## config.mk

```make
export PLATFORM = sky130hd
export DESIGN_NAME = spi_reg_master
export DESIGN_NICKNAME = d
export VERILOG_FILES = /design/src/rtl/spim_pkg.sv /design/src/rtl/spim_fifo.sv /design/src/rtl/spim_engine.sv /design/src/rtl/spi_reg_master.sv
export SDC_FILE = /design/constraint.sdc
export NUM_CORES = 2
export LEC_CHECK = 0
export BUFFER_PORTS_ARGS = -buffer_cell sky130_fd_sc_hd__buf_4
export CORE_MARGIN = 4
export CORE_UTILIZATION = 55
export CTS_CLUSTER_DIAMETER = 100
export DETAILED_ROUTE_END_ITERATION = 10
export GPL_ROUTABILITY_DRIVEN = 1
export GPL_TIMING_DRIVEN = 0
export PLACE_DENSITY = 0.71
export SYNTH_ARGS = -nofsm -noshare
export SYNTH_HDL_FRONTEND = slang
export SYNTH_SLANG_ARGS = --single-unit
```

## constraint.sdc

```tcl
create_clock -name clk -period 4.5 [get_ports clk]
set_input_delay 0.225 -clock clk [delete_from_list [all_inputs] [get_ports clk]]
set_output_delay 0.225 -clock clk [all_outputs]
set_load 0.005 [all_outputs]
```

## src/rtl/spim_pkg.sv

```systemverilog
package spim_pkg;

    localparam int ADDR_W = 6;

    localparam logic [ADDR_W-1:0] OFF_CTRL  = 6'h00;
    localparam logic [ADDR_W-1:0] OFF_STAT  = 6'h04;
    localparam logic [ADDR_W-1:0] OFF_IEN   = 6'h08;
    localparam logic [ADDR_W-1:0] OFF_IDIS  = 6'h0C;
    localparam logic [ADDR_W-1:0] OFF_IMASK = 6'h10;
    localparam logic [ADDR_W-1:0] OFF_RUN   = 6'h14;
    localparam logic [ADDR_W-1:0] OFF_TXD   = 6'h1C;
    localparam logic [ADDR_W-1:0] OFF_RXD   = 6'h20;

    localparam int STAT_W = 7;
    localparam logic [STAT_W-1:0] STICKY_BITS = 7'b100_0011;
    localparam logic [31:0] CTRL_RESET = 32'h0000_3C00;

    typedef enum logic [1:0] {
        ST_IDLE,
        ST_LEAD,
        ST_TRAIL
    } eng_state_t;

endpackage

```

## src/rtl/spim_fifo.sv

```systemverilog
module spim_fifo #(
    parameter int W     = 8,
    parameter int DEPTH = 128
) (
    input  logic         clk,
    input  logic         rst_n,
    input  logic         push,
    input  logic [W-1:0] din,
    input  logic         pop,
    output logic [W-1:0] dout,
    output logic         empty,
    output logic         full
);
    localparam int AW = $clog2(DEPTH);

    logic [W-1:0]  mem [DEPTH];
    logic [AW-1:0] wr_ptr, rd_ptr;
    logic [AW:0]   cnt;
    logic          do_push, do_pop;

    assign empty   = (cnt == '0);
    assign full    = (cnt == (AW+1)'(DEPTH));
    assign do_push = push && !full;
    assign do_pop  = pop && !empty;
    assign dout    = mem[rd_ptr];

    always_ff @(posedge clk or negedge rst_n) begin
        if (!rst_n) begin
            wr_ptr <= '0;
            rd_ptr <= '0;
            cnt    <= '0;
        end else begin
            if (do_push) wr_ptr <= wr_ptr + 1'b1;
            if (do_pop)  rd_ptr <= rd_ptr + 1'b1;
            cnt <= cnt + (AW+1)'(do_push) - (AW+1)'(do_pop);
        end
    end

    always_ff @(posedge clk) begin
        if (do_push) mem[wr_ptr] <= din;
    end

    // a push into a full queue leaves the occupancy untouched
    a_r10_full_push_ignored: assert property (@(posedge clk) disable iff (!rst_n)
        (push && full && !pop) |=> (cnt == $past(cnt)));

    // a pop from an empty queue leaves the occupancy untouched
    a_r10_empty_pop_ignored: assert property (@(posedge clk) disable iff (!rst_n)
        (pop && empty && !push) |=> (cnt == $past(cnt)));

endmodule

```

## src/rtl/spim_engine.sv

```systemverilog
module spim_engine
    import spim_pkg::*;
#(
    parameter int DIV_BITS = 3
) (
    input  logic                clk,
    input  logic                rst_n,
    input  logic                run_ok,
    input  logic                cpol,
    input  logic                cpha,
    input  logic [DIV_BITS-1:0] div_code,
    input  logic                tx_avail,
    input  logic [7:0]          tx_byte,
    output logic                tx_take,
    input  logic                miso,
    output logic                sclk,
    output logic                mosi,
    output logic                rx_done,
    output logic [7:0]          rx_byte
);
    localparam int TW = 2 ** DIV_BITS;

    eng_state_t    state_q, state_d;
    logic [TW-1:0] timer_q, half_lim;
    logic [2:0]    bit_q;
    logic [7:0]    txs_q, rxs_q;
    logic          tick;

    assign half_lim = (TW'(1) << div_code) - TW'(1);
    assign tick     = (timer_q == half_lim);

    always_comb begin
        state_d = state_q;
        unique case (state_q)
            ST_IDLE:  if (tx_avail) state_d = ST_LEAD;
            ST_LEAD:  if (tick) state_d = ST_TRAIL;
            ST_TRAIL: if (tick) state_d = (bit_q == 3'd7) ? ST_IDLE : ST_LEAD;
            default:  state_d = ST_IDLE;
        endcase
        if (!run_ok) state_d = ST_IDLE;
    end

    always_ff @(posedge clk or negedge rst_n) begin
        if (!rst_n) begin
            state_q <= ST_IDLE;
            timer_q <= '0;
            bit_q   <= '0;
            txs_q   <= '0;
            rxs_q   <= '0;
        end else begin
            state_q <= state_d;
            if (state_q == ST_IDLE || tick) timer_q <= '0;
            else                            timer_q <= timer_q + 1'b1;
            if (state_q == ST_IDLE)             bit_q <= '0;
            else if (state_q == ST_TRAIL && tick) bit_q <= bit_q + 1'b1;
            if (tx_take)                          txs_q <= tx_byte;
            else if (state_q == ST_TRAIL && tick) txs_q <= {txs_q[6:0], 1'b0};
            if (state_q == ST_LEAD && tick)       rxs_q <= {rxs_q[6:0], miso};
        end
    end

    always_comb begin
        tx_take = (state_q == ST_IDLE) && (state_d == ST_LEAD);
        rx_done = (state_q == ST_TRAIL) && tick && (bit_q == 3'd7);
        sclk    = cpol ^ ((state_q == ST_LEAD && cpha) || (state_q == ST_TRAIL && !cpha));
        mosi    = txs_q[7];
        rx_byte = rxs_q;
    end

    // the finish transition always lands in the idle state
    a_r4_done_returns_idle: assert property (@(posedge clk) disable iff (!rst_n)
        rx_done |=> (state_q == ST_IDLE));

    // a dropped run condition aborts any byte in flight
    a_r6_abort_on_stop: assert property (@(posedge clk) disable iff (!rst_n)
        !run_ok |=> (state_q == ST_IDLE));

endmodule

```

## src/rtl/spi_reg_master.sv

```systemverilog
module spi_reg_master
    import spim_pkg::*;
#(
    parameter int FIFO_DEPTH = 128,
    parameter int DIV_BITS   = 3
) (
    input  logic        clk,
    input  logic        rst_n,
    input  logic        reg_wr,
    input  logic        reg_rd,
    input  logic [5:0]  reg_addr,
    input  logic [31:0] reg_wdata,
    output logic [31:0] reg_rdata,
    output logic        irq,
    output logic        sclk,
    output logic        mosi,
    input  logic        miso,
    output logic [3:0]  ss_n
);
    logic [31:0]       ctrl_q;
    logic              en_q;
    logic [STAT_W-1:0] mask_q, stk_q, stk_set, stk_clr, status;
    logic              tx_push, tx_take, tx_empty, tx_full;
    logic              rx_pop, rx_empty, rx_full, eng_done, run_ok;
    logic [7:0]        tx_head, rx_head, rx_byte;

    assign tx_push = reg_wr && (reg_addr == OFF_TXD);
    assign rx_pop  = reg_rd && (reg_addr == OFF_RXD);
    assign run_ok  = en_q && ctrl_q[0] && !ctrl_q[15];
    assign ss_n    = ctrl_q[13:10];

    spim_fifo #(.W(8), .DEPTH(FIFO_DEPTH)) u_txq (
        .clk(clk), .rst_n(rst_n), .push(tx_push), .din(reg_wdata[7:0]),
        .pop(tx_take), .dout(tx_head), .empty(tx_empty), .full(tx_full));

    spim_fifo #(.W(8), .DEPTH(FIFO_DEPTH)) u_rxq (
        .clk(clk), .rst_n(rst_n), .push(eng_done), .din(rx_byte),
        .pop(rx_pop), .dout(rx_head), .empty(rx_empty), .full(rx_full));

    spim_engine #(.DIV_BITS(DIV_BITS)) u_eng (
        .clk(clk), .rst_n(rst_n), .run_ok(run_ok),
        .cpol(ctrl_q[1]), .cpha(ctrl_q[2]), .div_code(ctrl_q[3 +: DIV_BITS]),
        .tx_avail(!tx_empty), .tx_byte(tx_head), .tx_take(tx_take),
        .miso(miso), .sclk(sclk), .mosi(mosi),
        .rx_done(eng_done), .rx_byte(rx_byte));

    always_comb begin
        stk_set    = '0;
        stk_set[0] = eng_done && rx_full;
        stk_set[1] = eng_done;
        stk_set[6] = eng_done && tx_empty;
        stk_clr    = (reg_wr && reg_addr == OFF_STAT) ? (reg_wdata[6:0] & STICKY_BITS) : '0;
        status     = {stk_q[6], rx_full, !rx_empty, tx_full, !tx_full, stk_q[1], stk_q[0]};
        irq        = |(status & mask_q);
    end

    always_ff @(posedge clk or negedge rst_n) begin
        if (!rst_n) begin
            ctrl_q <= CTRL_RESET;
            en_q   <= 1'b0;
            mask_q <= '0;
            stk_q  <= '0;
        end else begin
            stk_q <= (stk_q & ~stk_clr) | stk_set;
            if (reg_wr) begin
                unique case (reg_addr)
                    OFF_CTRL: ctrl_q <= reg_wdata;
                    OFF_RUN:  en_q   <= reg_wdata[0];
                    OFF_IEN:  mask_q <= mask_q | reg_wdata[6:0];
                    OFF_IDIS: mask_q <= mask_q & ~reg_wdata[6:0];
                    default: ;
                endcase
            end
        end
    end

    always_comb begin
        unique case (reg_addr)
            OFF_CTRL:  reg_rdata = ctrl_q;
            OFF_STAT:  reg_rdata = {25'b0, status};
            OFF_IMASK: reg_rdata = {25'b0, mask_q};
            OFF_RUN:   reg_rdata = {31'b0, en_q};
            OFF_RXD:   reg_rdata = rx_empty ? 32'b0 : {24'b0, rx_head};
            default:   reg_rdata = 32'b0;
        endcase
    end

    // ones written to the disable offset clear those mask bits
    a_r9_disable_clears: assert property (@(posedge clk) disable iff (!rst_n)
        (reg_wr && reg_addr == OFF_IDIS) |=> ((mask_q & $past(reg_wdata[6:0])) == '0));

    // with the controller off, SCLK sits at CPOL from the next cycle
    a_r6_idle_when_off: assert property (@(posedge clk) disable iff (!rst_n)
        !en_q |=> (sclk == ctrl_q[1]));

    // a completion event beats a same-cycle clear of the byte-complete bit
    a_r8_set_beats_clear: assert property (@(posedge clk) disable iff (!rst_n)
        (eng_done && reg_wr && reg_addr == OFF_STAT && reg_wdata[1]) |=> stk_q[1]);

endmodule

```

==> flow_summary.yaml <==
placed_design:
  place.gp.congestion: 1.007
  dpl_cell_area_um2: 89080
  dp_hpwl_mm: 162.2
  port_buffers: 79
  placedCellCount: 6488
hold_path:
  hold_path_depth: 4
  hold_class: "input pin to flop"
  hold_start: "reg_addr[4]"
power_and_ir_drop:
  p_int_uw: 34800
  sw_frac_of_total: 0.2620
  combPwrFrac: 0.152
  ir_drop_mv: 0.4720
  p_total_uw: 47160
  p_sw_uw: 12360
  power.density_nw_per_um2: 485.1
  power_frac_seq: 0.473
  clockPowerShare: 0.374
  p_leak_uw: 0.03057
outcome:
  status: "finished, violations left"
  violations: "capacitance limit, slew limit, setup timing"
detailed_routing:
  routed_wl_mm: 257.7
  drt_first_pass_iters: 7
  drt_iter0_drc: 7859
  wl_per_cell_um: 37.17
  met1Wirelength_mm: 89.37
  routed_via_density: 6.886
  top_layer_used: "met5"
  wl_met2_mm: 119.4
  drc: 0
  antenna_left: 0
  vias: 47740
  met3_length_mm: 30.62
worst_setup_path:
  crit_start: "u_rxq.rd_ptr[3]"
  critical_path_class: "flop to primary output"
  cp-start-kind: "flop"
  critPathMaxFanout: 10
  cp.required_ns: 4.28
  cp.arrival_ns: 4.49
  r2r_cells: 10
  timing.rr.start: "u_txq.cnt[4]"
  cp-end-kind: "primary output"
floorplanning:
  die_h_um: 402.5
  die_x_um: 402.5
  initial_utilization: 0.5542
  pin_count: 82
  core_um2: 154400
  row_count: 144
  dieArea_um2: 162000
synth:
  ys.flop_type: "edfxtp_1"
  ys_ff_latch: 2164
  syn_inst: 4353
  synth_area_leader_cell: "edfxtp_1"
  seq_area_frac_synth: 0.7526
  netlist-cell-type-count: 72
  synth_area_um2: 85580
  synth_top_cell_area_share: 0.7186
  synth-async-reset-ratio: 0.05360
  avgSynthCellArea_um2: 19.66
  ys_top_cells_by_area: "edfxtp_1 (72%), mux4_2 (11%), dfrtp_1 (3.3%)"
  yosysMostFrequentCell: "edfxtp_1"
  synth_edf_count: 2048
  synth_warnings: 0
  synthesis.nets: 4429
  synthTopCellsByCount: "edfxtp_1 (2048), mux4_2 (424), nor2_1 (319), mux2i_1 (267), dfrtp_1 (112)"
global_route:
  grt_max_degree: 134
  antenna_found_initial: 2
  grt_overflow_total: 0
  gr-usage-all-layers: 0.3170
  grt_pass1_vias: 46200
  grt_pass1_wl_mm: 357.9
cts:
  htreeDepth: 4
  clkSinkCount: 2164
  cts_buffers: 209
  cts.clk_slew.worst_paths_ns: 0.06
  cts_tree: "done"
  root_buffer: "clkbuf_16"
  insertion_delay_ns: 0.86
  clockBufferDepth: 3
job:
  maxCapViolCount: 5
final_layout:
  design_area_um2: 97220
  syn_to_final_growth_pct: 13.60
  nets: 4786
  fin_cells: 6932
  drive_gt1_frac: 0.2407
  seq_area_um2: 64440
  n_fill_cell: 10350
  multi_input_area_um2: 20030
sta:
  timing.fmax_ghz: 0.2121
  rsz0062_at_grt: "yes"
  max-slew-margin-rel: -0.1119
  max_slew.worst_pin.slew_ns: 1.668
  final.min_clock_period_ns: 4.716
  hold_viol: 0
  period_share: 1.048
  slew_violations: 53
  setup_ws_ns: -0.2155
  hold_ws_ns: 0.04996
  skew_ns: 0.06779
  finalSetupViolCount: 259
[power by group through the flow]
stage	combinational [µW]	sequential [µW]	clock (µW)
after floorplan	4140	22700	0
after CTS	7050	22300	17700
after global routing	7380	22300	18600
after global placement	6770	22800	0
after detailed placement	6930	22800	0
final	7180	22300	17700
[worst max-delay path, cell delays in order, from the launching register on]
cell and delay (ns):
dfrtp_1 0.32, clkbuf_1 0.39, clkbuf_2 0.46, clkdlybuf4s15_2 0.71, clkbuf_2 0.55, mux2i_1 0.21
o21ai_0 0.19, nand4_1 0.23, a21oi_2 0.42, buf_4 0.18
[path summary, 6_finish.rpt]
kind,to,slack (ns)
worst max-delay path,reg_rdata[2],-0.22
worst min-delay path,en_q,0.05
worst max register to register,u_txq.mem[35][3],-0.16
worst min register to register,ctrl_q[22],0.50
max in group asynchronous,ctrl_q[13],3.68
min in group asynchronous,ctrl_q[10],0.45
[cell families after synthesis]
logic type | after synthesis | synth area share
flops | 2164 | 0.7526
mux | 771 | 0.1533
simple gates | 631 | 0.03402
compound gates | 426 | 0.03493
buf+inv | 284 | 0.01561
xor+xnor | 44 | 0.004503
fa+ha+maj | 33 | 0.005000
[area by class of cell]
class,count,area share
timing repair buffer,148,0.01668
inverter,38,0.001506
buffer,244,0.01570
tap,2044,0.02631
antenna,2,0.00005148
clock buffer,250,0.05613
sequential,2164,0.6628
multi-input combinational,1905,0.2061
clock inverter,137,0.01476
[placed cells by master (no fill, tap or decap), types with 23 or more instances in the layout]
cell type	instances
nand2_1	102
mux2_2	80
o22ai_1	24
mux4_2	424
clkbuf_2	29
a211oi_1	35
nor2_1	265
buf_6	34
clkinv_2	53
clkinv_1	37
ha_1	31
edfxtp_1	2048
clkbuf_1	106
and3_1	35
buf_2	26
o21ai_0	51
a221oi_1	40
dfrtp_1	104
xnor2_1	23
nor2b_1	30
clkbuf_16	211
a22oi_1	38
inv_1	37
nor2_2	54
a21oi_1	91
nor3_1	30
o221ai_1	36
buf_4	139
nand3_1	40
dlygate4sd3_1	42
mux2i_1	265
[registers in the layout, summed over array words and instances (netlist names), 2 cells and up, named ones only]
name and count:
u_rxq.mem 1024, u_txq.rd_ptr 7, u_eng.bit_q 3, u_rxq.rd_ptr 7, u_txq.wr_ptr 7, ctrl_q 32
u_rxq.wr_ptr 7, u_eng.timer_q 8, u_txq.mem 1024, u_eng.rx_byte 8, u_txq.cnt 8, u_eng.state_q 2
u_eng.txs_q 8, stk_q 3, u_rxq.cnt 8
[per-layer routing]
metal,vias up,track usage
met1,24600,0.4192
met5,-,0
li1,18530,-
met2,3772,0.4863
met4,2,0.1853
met3,838,0.07669
[stage by stage]
step / TNS, ns / utilization / setup slack [ns]
after detailed placement: -4.746 / 0.5769 / -0.7041
final: -17.63 / 0.6296 / -0.2155
after floorplan: 0 / - / 1.165
after global placement: -5.227 / 0.5746 / -0.7155
after global routing: -14.42 / 0.6296 / -0.1925
after CTS: -0.003878 / 0.6263 / -0.003878
[timing repair]
item                                    in CTS  in global routing
endpoints found under the setup margin      61                477
pin swaps                                    2                  9
endpoints found under the hold margin      147                243
cloned                                       0                  0
buffers inserted                             0                  7
hold buffers                                36                  7
resized for setup                          160                 81
(Power assumes the default switching activity.)
